===== src/rtl/wfr_pkg.sv =====
package wfr_pkg;
  typedef struct packed {
    logic load;   // capture the incoming word into the latch
    logic drive;  // host port is enabled
    logic upper;  // host selects the upper half
  } wfrStrobes_t;
endpackage


===== src/rtl/wfr_ctrl.sv =====
module wfr_ctrl
  import wfr_pkg::*;
(
  input  logic        clk,
  input  logic        rstN,
  input  logic        rxEos,
  input  logic        matchOk,
  input  logic        hostEnN,
  input  logic        halfSel,
  output wfrStrobes_t strobes,
  output logic        dataReadyN
);
  logic enPrevN;
  logic selHeld;
  logic loDone;
  logic hiDone;
  logic accept;
  logic rel;
  logic nextLo;
  logic nextHi;

  assign accept = rxEos & matchOk;
  assign rel    = hostEnN & ~enPrevN;
  assign nextLo = loDone | (rel & ~selHeld);
  assign nextHi = hiDone | (rel & selHeld);

  always_comb begin
    strobes.load  = accept;
    strobes.drive = ~hostEnN;
    strobes.upper = halfSel;
  end

  always_ff @(posedge clk or negedge rstN) begin
    if (!rstN) begin
      enPrevN <= 1'b1;
      selHeld <= 1'b0;
    end else begin
      enPrevN <= hostEnN;
      if (!hostEnN) selHeld <= halfSel;
    end
  end

  always_ff @(posedge clk or negedge rstN) begin
    if (!rstN) begin
      loDone     <= 1'b0;
      hiDone     <= 1'b0;
      dataReadyN <= 1'b1;
    end else if (accept) begin
      loDone     <= 1'b0;
      hiDone     <= 1'b0;
      dataReadyN <= 1'b0;
    end else if (rel) begin
      if (nextLo && nextHi) begin
        loDone     <= 1'b0;
        hiDone     <= 1'b0;
        dataReadyN <= 1'b1;
      end else begin
        loDone <= nextLo;
        hiDone <= nextHi;
      end
    end
  end

  // an accepted word always leaves data-ready asserted
  a_r5_accept_sets_ready: assert property (@(posedge clk) disable iff (!rstN)
    (rxEos && matchOk) |=> !dataReadyN);

  // without an acceptance or a completed read nothing moves data-ready
  a_r10_ready_holds: assert property (@(posedge clk) disable iff (!rstN)
    (!(rxEos && matchOk) && !(hostEnN && !enPrevN)) |=> $stable(dataReadyN));

  // data-ready is only released by a finished read
  a_r7_release_needs_read: assert property (@(posedge clk) disable iff (!rstN)
    $rose(dataReadyN) |-> $past(hostEnN && !enPrevN));
endmodule


===== src/rtl/wfr_dpath.sv =====
module wfr_dpath
  import wfr_pkg::*;
#(
  parameter int WORD_W    = 32,
  parameter int MATCH_LSB = 8,
  parameter bit TRISTATE  = 1'b0,
  localparam int HALF_W   = WORD_W / 2
) (
  input  logic              clk,
  input  logic              rstN,
  input  logic [WORD_W-1:0] rxWord,
  input  logic              decodeEn,
  input  logic [1:0]        matchBits,
  input  wfrStrobes_t       strobes,
  output logic              matchOk,
  output logic [HALF_W-1:0] hostData
);
  logic [WORD_W-1:0] latchWord;
  logic              parityErr;
  logic [HALF_W-1:0] halfMux;

  assign matchOk   = ~decodeEn | (rxWord[MATCH_LSB +: 2] == matchBits);
  assign parityErr = ~(^rxWord);

  always_ff @(posedge clk or negedge rstN) begin
    if (!rstN) latchWord <= '0;
    else if (strobes.load) latchWord <= {parityErr, rxWord[WORD_W-2:0]};
  end

  assign halfMux = strobes.upper ? latchWord[WORD_W-1:HALF_W] : latchWord[HALF_W-1:0];

  generate
    if (TRISTATE) begin : g_bus_z
      assign hostData = strobes.drive ? halfMux : {HALF_W{1'bz}};
    end else begin : g_bus_zero
      assign hostData = strobes.drive ? halfMux : '0;
    end
  endgenerate

  // the latch only changes on a load strobe
  a_r10_latch_holds: assert property (@(posedge clk) disable iff (!rstN)
    !strobes.load |=> $stable(latchWord));

  // the stored top bit flags an even-parity word
  a_r1_parity_flag: assert property (@(posedge clk) disable iff (!rstN)
    strobes.load |=> (latchWord[WORD_W-1] == !$past(^rxWord)));
endmodule


===== src/rtl/wfr_top.sv =====
module wfr_top
  import wfr_pkg::*;
#(
  parameter int WORD_W    = 32,
  parameter int MATCH_LSB = 8,
  parameter bit TRISTATE  = 1'b0,
  localparam int HALF_W   = WORD_W / 2
) (
  input  logic              clk,
  input  logic              rstN,
  input  logic [WORD_W-1:0] rxWord,
  input  logic              rxEos,
  input  logic              decodeEn,
  input  logic [1:0]        matchBits,
  input  logic              hostEnN,
  input  logic              halfSel,
  output logic [HALF_W-1:0] hostData,
  output logic              dataReadyN
);
  wfrStrobes_t strobes;
  logic        matchOk;

  wfr_ctrl u_ctrl (
    .clk(clk), .rstN(rstN), .rxEos(rxEos), .matchOk(matchOk),
    .hostEnN(hostEnN), .halfSel(halfSel), .strobes(strobes),
    .dataReadyN(dataReadyN)
  );

  wfr_dpath #(.WORD_W(WORD_W), .MATCH_LSB(MATCH_LSB), .TRISTATE(TRISTATE)) u_dpath (
    .clk(clk), .rstN(rstN), .rxWord(rxWord), .decodeEn(decodeEn),
    .matchBits(matchBits), .strobes(strobes), .matchOk(matchOk),
    .hostData(hostData)
  );
endmodule


===== config.mk =====
export PLATFORM = sky130hd
export DESIGN_NAME = wfr_top
export DESIGN_NICKNAME = d
export VERILOG_FILES = /design/src/rtl/wfr_pkg.sv /design/src/rtl/wfr_ctrl.sv /design/src/rtl/wfr_dpath.sv /design/src/rtl/wfr_top.sv
export SDC_FILE = /design/constraint.sdc
export NUM_CORES = 1
export LEC_CHECK = 0
export BUFFER_PORTS_ARGS = -buffer_cell sky130_fd_sc_hd__buf_2
export CAP_MARGIN = 20
export CORE_MARGIN = 10
export CORE_UTILIZATION = 35
export CTS_BUF_LIST = sky130_fd_sc_hd__clkbuf_16
export DETAILED_ROUTE_END_ITERATION = 8
export PLACE_DENSITY = 0.58
export SETUP_SLACK_MARGIN = 0.1
export SYNTH_ARGS = -nofsm -noshare
export SYNTH_HDL_FRONTEND = slang
export SYNTH_SLANG_ARGS = --single-unit

===== constraint.sdc =====
create_clock -name clk -period 2.95 [get_ports clk]
set_input_delay 0.59 -clock clk [delete_from_list [all_inputs] [get_ports clk]]
set_output_delay 0.59 -clock clk [all_outputs]
set_load 0.05 [all_outputs]

# After elaboration in Yosys (flattened, before gate mapping)
# Index checks and enable logic that the tools add are counted.
[totals] ff_bits=37 latchBits=0 ram_bits=0 rom_bits=0 in_bits=40 out_inout_bits=17 word_cells=34 memories=0
[classes] add_sub_neg=0 multipliers=0 div=0 n_lt_le_gt_ge=0 n_eq_ne=1 shift=0 n_mux=11 n_bitwise=11 reduce_logical=5
[op_table] cell="2-to-1 mux 16 bit" count=2
[op_table] cell="XOR reduction 32 bit" count=1
[op_table] cell="2-to-1 mux 1 bit" count=9
[op_table] cell="AND 1 bit" count=4
[op_table] cell="NOT 1 bit" count=4
[op_table] cell="nonzero test 2 bit" count=2
[op_table] cell="OR 1 bit" count=3
[op_table] cell="== test 2 bit" count=1
[op_table] cell="AND reduction 2 bit" count=1
[op_table] cell="logical AND 1 bit" count=1

# Depth between registers and ports, before layout
# Gate-level depths: netlist of run 1.
[depth] depth_word=8 mapped_depth=7 ltp_nobuf=6

# Cells and area by module
# A second synthesis of run 1 with hierarchy kept.
[hier_totals] cells_unflattened=157 hier_area_um2=1975.6
[by_module_without_submodules] mod="wfr_dpath" n_inst=1 cells_per_inst=137 area_per_inst_um2=1746.7 seq_area_each_um2=800.8
[by_module_without_submodules] mod="wfr_ctrl" n_inst=1 cells_per_inst=20 area_per_inst_um2=229.0 seq_area_each_um2=127.6

# Worst setup path after synthesis of run 1
# Ideal clock, no wire load.
[synth_path] kind="input to output" start="input port halfSel" end="output port hostData[10]" t_arrival_ns=1.818 t_required_ns=2.360 path_slack_ns=0.542 stages=4 n_path_buf=2 path_cell_list="buf_2 buf_2 mux2i_1 nor2_1"
[synth_between] elab_chain_len=2
[synth_lines] item="start, declared" line="wfr_top.sv:16" text="input logic halfSel,"
[synth_lines] item="2-to-1 mux 16 bit" line="wfr_dpath.sv:30" text="assign halfMux = strobes.upper ? latchWord[WORD_W-1:HALF_W] : latchWord[HALF_W-1:0];"
[synth_lines] item="2-to-1 mux 16 bit" line="wfr_dpath.sv:36" text="assign hostData = strobes.drive ? halfMux : '0;"
[synth_lines] item="end, declared" line="wfr_top.sv:17" text="output logic [HALF_W-1:0] hostData,"
# No other way between the ends.

# Final worst setup path of run 1
[layout_path] start="input port halfSel" end="output port hostData[4]"
# Same word-level chain as after synthesis.

==> metrics.log, run 1 <==
INFO  metric placeable_core_area = 0.00520 mm^2
INFO  metric diode_insertion_count_for_antenna_repair = 0
INFO  metric nets = 316
INFO  metric cts.sinks = 37
INFO  metric relSlewSlack = 0.439
INFO  metric critical_path_required = 2.36 ns
INFO  metric final_min_period_over_clock_period = 0.739
INFO  metric yosys_most_used_dff = sky130_fd_sc_hd__dfrtp_1
INFO  metric worst_pin_slew = between 0.8 and 0.9 ns
INFO  metric worstPathMaxFanout = 17
INFO  metric ys_ff_latch = 37
INFO  metric die_x = 94.2 um
INFO  metric fmax = between 400 and 500 MHz
INFO  metric run_status = finished clean
INFO  metric syn2layout_area_growth = 25.2%
INFO  metric setup.worst_path.start_class = primary input
INFO  metric synth_cell_area = about 0.0019 mm^2
INFO  metric dp_hpwl = between 3000 and 4000 um
INFO  metric synth_most_common_cell = sky130_fd_sc_hd__nand2_1
INFO  metric syn_inst = 221
INFO  metric post_synth.cell_area_avg = a little under 9 um^2
INFO  metric die_h = 94.2 um
INFO  metric cts_buffers = 5
INFO  metric grt.met3_usage = 0.0496
INFO  metric drt_iter0_drc = 73
INFO  metric final_antenna_net_count = 0
INFO  metric rsz_0062_raised_after_global_routing = false
INFO  metric finalWeightedCongestion = 0.756
INFO  metric floorplan.die_area = 0.00887 mm^2
INFO  metric grt_start_max_net_pins = 38
INFO  metric skew = 0.000439 ns
INFO  metric grt_pass1_vias = ~1,600
INFO  metric post_cts_hold_buffer_count = 0
INFO  metric total_area_of_multi_input_combinational_cells = around 950 um^2
INFO  metric report.final.hold_viol_count = 0
INFO  metric p_per_area = 660 mW/mm^2
INFO  metric initial_core_util = 0.370
INFO  metric cts_root_buffer = sky130_fd_sc_hd__clkbuf_16
INFO  metric global_route.usage.total = 0.112
INFO  metric synth_top_area_cell = sky130_fd_sc_hd__dfrtp_1
INFO  metric synthesis.nets = between 200 and 300
INFO  metric cts.path.max_buffers = 2
INFO  metric maxCapViolations = 0
INFO  metric yosys.area.top_type_share = 0.455
INFO  metric cell_chain_of_the_critical_path = buf_2 -> mux2i_1 -> nor2_1 -> buf_2
INFO  metric ff_latch_area = a little over 900 um^2
INFO  metric grt_antenna_before_repair = 0
INFO  metric drc = 0
INFO  metric grt_use_met1 = 0.141
INFO  metric synth_cell_type_count = 18
INFO  metric setup_viol = 0
INFO  metric warning_count_from_the_yosys_run = 0
INFO  metric crit_path_max_incr_delay = 0.43 ns
INFO  metric layout_cell_share_with_drive_strength_beyond_1 = 0.253
INFO  metric clk_transition_reported_paths = 0.06 ns
INFO  metric hold_slack = around 0.41 ns
INFO  metric slowest_stage = sky130_fd_sc_hd__buf_2
INFO  metric peakVddDrop = 313 uV
INFO  metric drt_first_pass_iters = 4
INFO  metric top_usage_layer = met2
INFO  metric synth_edf_count = 0
INFO  metric grt.met2_usage = 0.170
INFO  metric placement.io_buffers = 56
INFO  metric p_leak = 0.00128 uW
INFO  metric sequential_to_total_area_share_from_yosys_stat = 0.482
INFO  metric ctsHtreeMaxLevel = 2
INFO  metric global_route_wire_length_before_repair = 7850 um
INFO  metric fin_crit = 2.18 ns
INFO  metric overall_overflow_remaining_after_global_route = 0
INFO  metric fillers = 546
INFO  metric worst_path_most_repeated_cell = sky130_fd_sc_hd__buf_2
INFO  metric cts.repair.resized = 0
INFO  metric critPathKind = primary input to primary output
INFO  metric synth_async_sr_flop_share = 1.00
INFO  metric synth_area_leaders = sky130_fd_sc_hd__dfrtp_1 45%, sky130_fd_sc_hd__nand2_1 19%, sky130_fd_sc_hd__xnor2_1 13%
INFO  metric count_of_standard_cell_rows = 26
INFO  metric clock_latency_on_the_worst_skew_pair = between 0.2 and 0.3 ns
INFO  metric routed_wirelength = 4780 um
INFO  metric worst-endpoint-arrival = 1.59 ns
INFO  metric setup_tns = 0 ns
INFO  metric num_io_pins = 57
INFO  metric vias_per_cell = 4.47
INFO  metric avgRoutedWirePerCell = 13.8 um
INFO  metric tritoncts_clock_tree = done
INFO  metric dr_total_vias = 1,551
INFO  metric synthTopCellsByCount = 95 x sky130_fd_sc_hd__nand2_1, 35 x sky130_fd_sc_hd__dfrtp_1, 28 x sky130_fd_sc_hd__xnor2_1
INFO  metric post_cts.repair.setup_buffers = 0
INFO  metric worstHoldPathType = primary input to async pin
INFO  metric slew_violations = 0
INFO  metric worst_setup_path_end_kind = primary output
-- layout by cell type (no fill, tap or decap), drive strengths merged, types with 2 or more instances in the layout --
master   n
clkbuf   5
mux2i   17
clkinv   2
buf     58
mux2     2
xor2     5
a21oi    2
nor2    19
xnor2   28
dfstp    2
nand2   95
o21ai    2
dfrtp   35
-- through the flow --
| step | total power (uW) | std cells | area, um^2 | util | setup slack [ns] |
|---|---|---|---|---|---|
| 2_1_floorplan | 959 | 221 | 1930 | - | 0.542 |
| 3_3_place_gp | 1080 | 339 | 2260 | 0.435 | 0.734 |
| 3_5_place_dp | 1080 | 339 | 2260 | 0.435 | 0.750 |
| 4_1_cts | 1620 | 347 | 2410 | 0.463 | 0.752 |
| 5_1_grt | 1690 | 347 | 2410 | 0.463 | 0.679 |
| 6_report | 1590 | 347 | 2410 | 0.463 | 0.770 |
-- where the power goes --
part | switching (uW) | internal (uW)
clock network | 210 | 314
logic | 270 | 169
registers | 43.2 | 586
-- flip-flops by register name (all words and copies together), names as in the netlist --
name	cells
u_ctrl.hiDone	1
u_dpath.latchWord	32
u_ctrl.dataReadyN	1
u_ctrl.selHeld	1
u_ctrl.enPrevN	1
u_ctrl.loDone	1
-- cell type report --
cell class              instances  area share
flip-flops and latches         37       0.385
multi-input cells             173       0.394
clock inverters                 3     0.00882
clock buffers                   5      0.0519
inverters                       1     0.00156
repair buffers                 58       0.122
well taps                      70      0.0363
-- final timing paths --
path                                         end                  from  slack (ns)  cells past startpoint
setup reg to reg               u_ctrl.dataReadyN        u_ctrl.selHeld        1.95                      3
setup / recovery                     hostData[4]               halfSel        0.77                      4
hold reg to reg             u_dpath.latchWord[3]  u_dpath.latchWord[3]        0.47                      2
min in group clk            u_dpath.latchWord[3]  u_dpath.latchWord[3]        0.47                      2
max in group asynchronous  u_dpath.latchWord[21]                  rstN        2.00                      1
hold / removal             u_dpath.latchWord[15]                  rstN        0.41                      1
-- layer usage --
layer / vias to the layer above / wire [um]
met4: 0 / 49
met2: 39 / 2170
met3: 6 / 372
met5: - / 0
met1: 717 / 2190
li1: 789 / -
-- logic make-up (layout without fill, tap and decap cells) --
| logic type | Yosys count | count (layout) | share of synthesized area |
|---|---|---|---|
| DFF | 37 | 37 | 0.482 |
| AOI/OAI and AO/OA | 4 | 4 | 0.0104 |
| xor gates and xnor gates | 33 | 33 | 0.150 |
| buffers and inverters | 11 | 67 | 0.0247 |
| and+or+nand+nor | 117 | 117 | 0.233 |
| muxes | 19 | 19 | 0.100 |
-- worst max-delay path: cells and delay by family --
kind | cells | cell delay (ns)
mux | 1 | 0.28
buf+inv | 2 | 0.65
simple gates | 1 | 0.06
Note: power is estimated with default switching activity, not from simulation.
==> run 2: changes to the inputs <==
--- a/config.mk
+++ b/config.mk
@@ -5,6 +5,7 @@
 export SDC_FILE = /design/constraint.sdc
 export NUM_CORES = 1
 export LEC_CHECK = 0
+export ABC_AREA = 1
 export BUFFER_PORTS_ARGS = -buffer_cell sky130_fd_sc_hd__buf_2
 export CAP_MARGIN = 20
 export CORE_MARGIN = 10
==> constraint.sdc (replaced) <==
create_clock -name clk -period 1.8 [get_ports clk]
set_input_delay 0.36 -clock clk [delete_from_list [all_inputs] [get_ports clk]]
set_output_delay 0.36 -clock clk [all_outputs]
set_load 0.05 [all_outputs]
==> run 2 against run 1 <==
Largest cell class unchanged. Critical path depth up 1. Power rose by 66%. Die area increased by 25%. Sequential cell count unchanged. Global-route usage increased by 0.52 points.
==> metrics.log, run 2 <==
INFO  metric num_io_pins = 57 (unchanged)
INFO  metric placeable_core_area = 0.00718 mm^2 (was 0.00520 mm^2)
INFO  metric final_antenna_net_count = 0 (unchanged)
INFO  metric synthTopCellsByCount = 203 x sky130_fd_sc_hd__nand2_1, 42 x sky130_fd_sc_hd__nor2_1, 39 x sky130_fd_sc_hd__inv_1 (was 95 x sky130_fd_sc_hd__nand2_1, 35 x sky130_fd_sc_hd__dfrtp_1, 28 x sky130_fd_sc_hd__xnor2_1)
INFO  metric worstPathMaxFanout = 17 (unchanged)
INFO  metric fin_crit = 1.61 ns
INFO  metric max_flop_register = u_dpath.latchWord (unchanged)
INFO  metric critical_path_required = 1.44 ns (was 2.36 ns)
INFO  metric clk_transition_reported_paths = 0.06 ns (about the same)
INFO  metric synth_area_leaders = sky130_fd_sc_hd__dfrtp_1 34%, sky130_fd_sc_hd__nand2_1 30%, sky130_fd_sc_hd__o21ai_2 11% (was sky130_fd_sc_hd__dfrtp_1 45%, sky130_fd_sc_hd__nand2_1 19%, sky130_fd_sc_hd__xnor2_1 13%)
INFO  metric syn_inst = 397 (was 221)
INFO  metric grt_pass1_vias = 2,444 (was 1,591)
INFO  metric ff_latch_area = 928 um^2 (unchanged)
INFO  metric skew = 0.000551 ns (was 0.000439 ns)
INFO  metric finish.cell_count_without_fillers = 557 (was 347)
INFO  metric cts_buffers = 5 (unchanged)
INFO  metric fmax = 621 MHz
INFO  metric critPathKind = primary input to primary output (unchanged)
INFO  metric leading_cell_type_in_the_layout_fill_and_taps_excluded = sky130_fd_sc_hd__nand2_1 (unchanged)
INFO  metric synth_async_sr_flop_share = 1.00 (unchanged)
INFO  metric synth_most_common_cell = sky130_fd_sc_hd__nand2_1 (unchanged)
INFO  metric die_x = 105 um (was 94.2 um)
INFO  metric final_cell_area = 0.00312 mm^2 (was 0.00241 mm^2)
INFO  metric diode_insertion_count_for_antenna_repair = 0 (unchanged)
INFO  metric worst-endpoint-arrival = 1.25 ns (was 1.59 ns)
INFO  metric report.final.hold_viol_count = 0 (unchanged)
INFO  metric drc = 0 (unchanged)
INFO  metric fillers = 766 (was 546)
INFO  metric layout_cell_share_with_drive_strength_beyond_1 = 0.269 (was 0.253)
INFO  metric worstHoldPathType = primary input to async pin (unchanged)
INFO  metric cts.sinks = 37 (unchanged)
INFO  metric global_route.usage.total = 0.117 (was 0.112)
INFO  metric placement.io_buffers = 56 (unchanged)
INFO  metric clock_latency_on_the_worst_skew_pair = 0.28 ns (about the same)
INFO  metric worst_setup_path_end_kind = primary output (unchanged)
INFO  metric regToRegStartpoint = u_ctrl.enPrevN (was u_ctrl.selHeld)
INFO  metric yosys.area.top_type_share = 0.344 (was 0.455)
INFO  metric vias_per_cell = 4.48 (was 4.47)
INFO  metric routed_wirelength = 6360 um (was 4780 um)
INFO  metric p_leak = 0.00181 uW (was 0.00128 uW)
INFO  metric tritoncts_clock_tree = done (unchanged)
INFO  metric sequential_to_total_area_share_from_yosys_stat = 0.364 (was 0.482)
INFO  metric synth_edf_count = 0 (unchanged)
INFO  metric drt_first_pass_iters = 4 (unchanged)
INFO  metric finalWeightedCongestion = 0.815 (was 0.756)
INFO  metric total_area_of_multi_input_combinational_cells = 0.00141 mm^2 (was 950 um^2)
INFO  metric die_h = 105 um (was 94.2 um)
INFO  metric design_power_total = 2640 uW (was 1590 uW)
INFO  metric setup_viol = 0 (unchanged)
INFO  metric final_min_period_over_clock_period = 0.894
INFO  metric dr_total_vias = 2,497 (was 1,551)
INFO  metric warning_count_from_the_yosys_run = 0 (unchanged)
INFO  metric ctsHtreeMaxLevel = 2 (unchanged)
INFO  metric floorplan.die_area = 0.0111 mm^2 (was 0.00887 mm^2)
INFO  metric maxCapViolations = 0 (unchanged)
INFO  metric worstSetupStartpoint = hostEnN (was halfSel)
INFO  metric dpl.cell_count = 549 (was 339)
INFO  metric cts_root_buffer = sky130_fd_sc_hd__clkbuf_16 (unchanged)
INFO  metric flip_flop_count_of_the_largest_register_after_layout = 32 (unchanged)
INFO  metric setup_tns = 0 ns (unchanged)
INFO  metric synth_cell_type_count = 19 (was 18)
INFO  metric relSlewSlack = 0.686 (was 0.439)
INFO  metric layout_common_cells = 202 x sky130_fd_sc_hd__nand2_1, 54 x sky130_fd_sc_hd__buf_2, 38 x sky130_fd_sc_hd__inv_1, 35 x sky130_fd_sc_hd__dfrtp_1, 32 x sky130_fd_sc_hd__nor2_1 (was 95 x sky130_fd_sc_hd__nand2_1, 56 x sky130_fd_sc_hd__buf_2, 35 x sky130_fd_sc_hd__dfrtp_1, 28 x sky130_fd_sc_hd__xnor2_1, 19 x sky130_fd_sc_hd__nor2_1)
INFO  metric ys_ff_latch = 37 (unchanged)
INFO  metric dp_hpwl = 5310 um (was 3530 um)
INFO  metric synth_cell_area = 0.00255 mm^2 (was 0.00193 mm^2)
INFO  metric overall_overflow_remaining_after_global_route = 0 (unchanged)
INFO  metric worst_pin_slew = 0.471 ns (was 0.842 ns)
INFO  metric global_route_wire_length_before_repair = 11,000 um (was 7850 um)
INFO  metric fin_util = 0.435 (was 0.463)
INFO  metric run_status = finished clean (unchanged)
INFO  metric post_cts.repair.setup_buffers = 0 (unchanged)
INFO  metric cts.path.max_buffers = 2 (unchanged)
INFO  metric syn2layout_area_growth = 22.5% (was 25.2%)
INFO  metric nets = 497 (was 316)
INFO  metric yosys_most_used_dff = sky130_fd_sc_hd__dfrtp_1 (unchanged)
INFO  metric avgRoutedWirePerCell = 11.4 um (was 13.8 um)
INFO  metric grt_antenna_before_repair = 0 (unchanged)
INFO  metric synthesis.nets = 437 (was 261)
INFO  metric initial_core_util = 0.355 (was 0.370)
INFO  metric rsz_0062_raised_after_global_routing = false (unchanged)
INFO  metric peakVddDrop = 428 uV (was 313 uV)
INFO  metric count_of_standard_cell_rows = 31 (was 26)
INFO  metric drt_iter0_drc = 90 (was 73)
INFO  metric post_synth.cell_area_avg = 6.42 um^2 (was 8.71 um^2)
INFO  metric slew_violations = 0 (unchanged)
INFO  metric setup.worst_path.start_class = primary input (unchanged)
INFO  metric placed_area = 0.00297 mm^2 (was 0.00226 mm^2)
INFO  metric synth_top_area_cell = sky130_fd_sc_hd__dfrtp_1 (unchanged)
INFO  metric grt_start_max_net_pins = 38 (unchanged)
INFO  metric p_per_area = 847 mW/mm^2 (was 660 mW/mm^2)
INFO  metric r2r.worst_path.cells = 7 (was 3)
run 2: changes by cell type after synthesis, sizes merged, moves of 3 or more:
cell   previous run  this run
nand2            95       210
o21ai             2        49
inv               0        39
xnor2            28         0
nor2             19        42
mux2i            17         0
xor2              5         2
run 2: area by class of cell:
cell class / count / area share
well taps: 99 / 0.0397
clock inverters: 3 / 0.00561
repair buffers: 63 / 0.116
flip-flops and latches: 37 / 0.298
clock buffers: 5 / 0.0401
multi-input cells: 310 / 0.450
inverters: 40 / 0.0505
run 2: per-layer routing:
layer / track usage / part of all wire / vias to the layer above
li1: - / - / 1332
met1: 0.150 / 0.47 / 1111
met2: 0.191 / 0.47 / 50
met3: 0.0390 / 0.054 / 4
met4: 0.0186 / 0.0063 / 0
met5: 0 / 0 / -
run 2: power breakdown:
part	leakage (uW)	switching (uW)	internal [uW]	total (uW)
combinational	0.00129	516	256	772
clock	0.0000712	333	507	840
sequential	0.000453	78.0	954	1030
total	0.00181	926	1720	2640
run 2: metrics by stage:
step           setup WS [ns]  hold slack [ns]
2_1_floorplan          0.186           0.0644
3_3_place_gp          0.0486            0.434
3_5_place_dp          0.0146            0.437
4_1_cts                0.154            0.140
5_1_grt                0.103            0.163
6_report               0.190            0.117
run 2: cell families (layout without fill, tap and decap cells):
group                  after synthesis  count (layout)  share of synthesized area
flip-flops                          37              37                      0.364
AO/OA/AOI/OAI                       52              52                      0.148
XOR/XNOR                             2               2                    0.00688
AND/OR/NAND/NOR                    256             256                      0.386
buffers and inverters               50             111                     0.0948
run 2: worst paths after layout:
kind	endpoint	slack [ns]
min in group clk	u_ctrl.enPrevN	0.22
min	u_dpath.latchWord[24]	0.12
max in group asynchronous	u_ctrl.dataReadyN	1.33
max	hostData[2]	0.19
max reg2reg	u_ctrl.dataReadyN	0.70
min reg2reg	u_dpath.latchWord[14]	0.48
run 2: repair_timing:
action | CTS | global route
hold buffers | 0 | 0
resized for setup | 1 | 3
endpoints found under the setup margin | 16 | 4
run 2: worst max-delay path, stage by stage:
cell                         delay (ns)
sky130_fd_sc_hd__buf_2             0.13
sky130_fd_sc_hd__clkinvlp_4        0.19
sky130_fd_sc_hd__o21ai_0           0.16
sky130_fd_sc_hd__nor2_1            0.15
sky130_fd_sc_hd__clkbuf_4          0.25
==> run 3: changes to the inputs <==
--- a/config.mk
+++ b/config.mk
@@ -8,11 +8,13 @@
 export ABC_AREA = 1
 export BUFFER_PORTS_ARGS = -buffer_cell sky130_fd_sc_hd__buf_2
 export CAP_MARGIN = 20
+export CELL_PAD_IN_SITES_DETAIL_PLACEMENT = 1
+export CELL_PAD_IN_SITES_GLOBAL_PLACEMENT = 2
 export CORE_MARGIN = 10
-export CORE_UTILIZATION = 35
+export CORE_UTILIZATION = 26
 export CTS_BUF_LIST = sky130_fd_sc_hd__clkbuf_16
 export DETAILED_ROUTE_END_ITERATION = 8
-export PLACE_DENSITY = 0.58
+export PLACE_DENSITY = 0.76
 export SETUP_SLACK_MARGIN = 0.1
 export SYNTH_ARGS = -nofsm -noshare
 export SYNTH_HDL_FRONTEND = slang
==> run 3 against run 2 <==
Power grew 0.28%. Largest cell class unchanged. Via count up 1.4%. Clock power barely moved. Final area rose by 0.96%. Routed wire length rose by 16%. Sequential cell count unchanged.
==> metrics.log, run 3 (same netlist as run 2, synthesis figures left out) <==
INFO  metric run_status = finished clean (unchanged)
INFO  metric slew_violations = 0 (unchanged)
INFO  metric critPathKind = primary input to primary output (unchanged)
INFO  metric drc = 0 (unchanged)
INFO  metric avgRoutedWirePerCell = 12.4 um (was 11.4 um)
INFO  metric setup.worst_path.start_class = primary input (unchanged)
INFO  metric worstPathMaxFanout = 10 (was 17)
INFO  metric maxCapViolations = 0 (unchanged)
INFO  metric design_power_total = 2650 uW (was 2640 uW)
INFO  metric post_cts.repair.setup_buffers = 0 (unchanged)
INFO  metric cts.repair.resized = 0 (was 1)
INFO  metric clock_group_share_of_total_power = 0.316 (was 0.318)
INFO  metric relSlewSlack = 0.675 (was 0.686)
INFO  metric setup_viol = 0 (unchanged)
INFO  metric finish.cell_count_without_fillers = 591 (was 557)
INFO  metric cts.sinks = 37 (unchanged)
INFO  metric crit_path_max_incr_delay = 0.33 ns (was 0.25 ns)
INFO  metric fillers = 1,290 (was 766)
INFO  metric worst_setup_path_end_kind = primary output (unchanged)
INFO  metric flip_flop_count_of_the_largest_register_after_layout = 32 (unchanged)
INFO  metric cts_root_buffer = sky130_fd_sc_hd__clkbuf_16 (unchanged)
INFO  metric diode_insertion_count_for_antenna_repair = 0 (unchanged)
INFO  metric layout_cell_share_with_drive_strength_beyond_1 = 0.266 (was 0.269)
INFO  metric cell_chain_of_the_critical_path = buf_2 -> buf_4 -> o21ai_0 -> nor2_2 -> buf_2 (was buf_2 -> clkinvlp_4 -> o21ai_0 -> nor2_1 -> clkbuf_4)
INFO  metric routed_wirelength = 7350 um (was 6360 um)
INFO  metric layout_common_cells = 202 x sky130_fd_sc_hd__nand2_1, 56 x sky130_fd_sc_hd__buf_2, 39 x sky130_fd_sc_hd__inv_1, 35 x sky130_fd_sc_hd__dfrtp_1, 32 x sky130_fd_sc_hd__nor2_1 (was 202 x sky130_fd_sc_hd__nand2_1, 54 x sky130_fd_sc_hd__buf_2, 38 x sky130_fd_sc_hd__inv_1, 35 x sky130_fd_sc_hd__dfrtp_1, 32 x sky130_fd_sc_hd__nor2_1)
INFO  metric post_cts_hold_buffer_count = 0 (unchanged)
INFO  metric dr_total_vias = 2,532 (was 2,497)
INFO  metric die_x = 119 um (was 105 um)
INFO  metric global_route_wire_length_before_repair = 12,800 um (was 11,000 um)
INFO  metric setup_tns = 0 ns (unchanged)
INFO  metric nets = 497 (unchanged)
INFO  metric skew = 0.000132 ns (was 0.000551 ns)
INFO  metric max_flop_register = u_dpath.latchWord (unchanged)
INFO  metric global_route.usage.total = 0.107 (was 0.117)
INFO  metric critical_path_required = 1.44 ns (about the same)
INFO  metric power_report.internal_total = 1710 uW (was 1720 uW)
INFO  metric worst_pin_slew = 0.488 ns (was 0.471 ns)
INFO  metric final_antenna_net_count = 0 (unchanged)
INFO  metric fin_crit = 1.62 ns (was 1.61 ns)
INFO  metric finalWeightedCongestion = 0.746 (was 0.815)
INFO  metric crit_buf_inv = 3 (unchanged)
INFO  metric cts_buffers = 5 (unchanged)
INFO  metric count_of_standard_cell_rows = 36 (was 31)
INFO  metric placement.io_buffers = 56 (unchanged)
INFO  metric fmax = 617 MHz (was 621 MHz)
INFO  metric ctsHtreeMaxLevel = 2 (unchanged)
INFO  metric dpl.cell_count = 583 (was 549)
INFO  metric seq_power_share = 0.389 (was 0.390)
INFO  metric worst_path_most_repeated_cell = sky130_fd_sc_hd__buf_2
INFO  metric die_h = 119 um (was 105 um)
INFO  metric overall_overflow_remaining_after_global_route = 0 (unchanged)
INFO  metric vias_per_cell = 4.28 (was 4.48)
INFO  metric syn2layout_area_growth = 23.7% (was 22.5%)
INFO  metric clk_transition_reported_paths = 0.05 ns (was 0.06 ns)
INFO  metric tritoncts_clock_tree = done (unchanged)
INFO  metric leading_cell_type_in_the_layout_fill_and_taps_excluded = sky130_fd_sc_hd__nand2_1 (unchanged)
INFO  metric switching_share = 0.354 (was 0.350)
INFO  metric worst-endpoint-arrival = 1.26 ns (was 1.25 ns)
INFO  metric p_leak = 0.00182 uW (was 0.00181 uW)
INFO  metric grt_antenna_before_repair = 0 (unchanged)
INFO  metric ff_latch_area = 928 um^2 (unchanged)
INFO  metric worstHoldPathType = primary input to async pin (unchanged)
INFO  metric initial_core_util = 0.264 (was 0.355)
INFO  metric clock_latency_on_the_worst_skew_pair = 0.27 ns (was 0.28 ns)
INFO  metric final_min_period_over_clock_period = 0.901 (was 0.894)
INFO  metric drt_first_pass_iters = 4 (unchanged)
INFO  metric dp_hpwl = 6260 um (was 5310 um)
INFO  metric rsz_0062_raised_after_global_routing = false (unchanged)
INFO  metric grt_start_max_net_pins = 41 (was 38)
INFO  metric cts.path.max_buffers = 2 (unchanged)
INFO  metric drt_iter0_drc = 72 (was 90)
INFO  metric grt_pass1_vias = 2,751 (was 2,444)
INFO  metric total_area_of_multi_input_combinational_cells = 0.00141 mm^2 (unchanged)
INFO  metric p_per_area = 842 mW/mm^2 (was 847 mW/mm^2)
INFO  metric floorplan.die_area = 0.0142 mm^2 (was 0.0111 mm^2)
INFO  metric report.final.hold_viol_count = 0 (unchanged)
INFO  metric reported_net_switching_power = 938 uW (was 926 uW)
INFO  metric gate_family_responsible_for_the_most_delay_along_the_worst_path = buffers and inverters (unchanged)
INFO  metric peakVddDrop = 536 uV (was 428 uV)
INFO  metric num_io_pins = 57 (unchanged)
INFO  metric power.share.combinational = 0.295 (was 0.292)
INFO  metric placeable_core_area = 0.00964 mm^2 (was 0.00718 mm^2)
INFO  metric slowest_stage = sky130_fd_sc_hd__o21ai_0 (was sky130_fd_sc_hd__clkbuf_4)
## run 3: area by class of cell
cell class,count,share of cell area
well taps,133,0.0528
multi-input cells,310,0.446
clock buffers,5,0.0397
repair buffers,63,0.114
flip-flops and latches,37,0.295
inverters,40,0.0477
clock inverters,3,0.00556
## run 3: stage by stage
stage	hold slack (ns)	util	instance area [um^2]	setup slack, ns
global route	0.182	0.327	3150	0.110
CTS	0.161	0.327	3150	0.163
detailed placement	0.451	0.312	3010	0.167
finish	0.133	0.327	3150	0.178
floorplan	0.0644	-	2570	0.186
global placement	0.441	0.312	3010	0.201
## run 3: worst reg2reg max path, cell delays in order (launching register included)
cell and delay (ns):
sky130_fd_sc_hd__dfstp_2 0.51, sky130_fd_sc_hd__nor2_1 0.05, sky130_fd_sc_hd__inv_1 0.12, sky130_fd_sc_hd__nor2_1 0.07, sky130_fd_sc_hd__nor3_1 0.14, sky130_fd_sc_hd__a21oi_1 0.07
sky130_fd_sc_hd__nor2_1 0.08
## run 3: path summary, 6_finish.rpt
path | cells past startpoint | endpoint | start | slack [ns]
worst max register to register | 6 | u_ctrl.hiDone | u_ctrl.enPrevN | 0.71
min in group clk | 1 | u_ctrl.enPrevN | hostEnN | 0.22
worst max-delay path | 5 | hostData[8] | halfSel | 0.18
worst min register to register | 2 | u_dpath.latchWord[18] | u_dpath.latchWord[18] | 0.49
worst min-delay path | 2 | u_dpath.latchWord[24] | rstN | 0.13
max in group asynchronous | 2 | u_ctrl.dataReadyN | rstN | 1.30
## run 3: power by group through the flow
stage | Combinational [uW] | Sequential [uW] | Clock [uW]
after global routing | 892 | 1050 | 907
final | 781 | 1030 | 838
after CTS | 802 | 1030 | 867
after floorplan | 574 | 1030 | 0
after global placement | 770 | 1050 | 0
after detailed placement | 799 | 1050 | 0
## run 3: layer usage
| layer | vias to the layer above | routed length [um] | global-route usage |
|---|---|---|---|
| met5 | - | 0 | 0 |
| met4 | 0 | 8 | 0.00916 |
| met3 | 2 | 284 | 0.0274 |
| met2 | 39 | 3470 | 0.177 |
| met1 | 1166 | 3590 | 0.141 |
| li1 | 1325 | - | - |
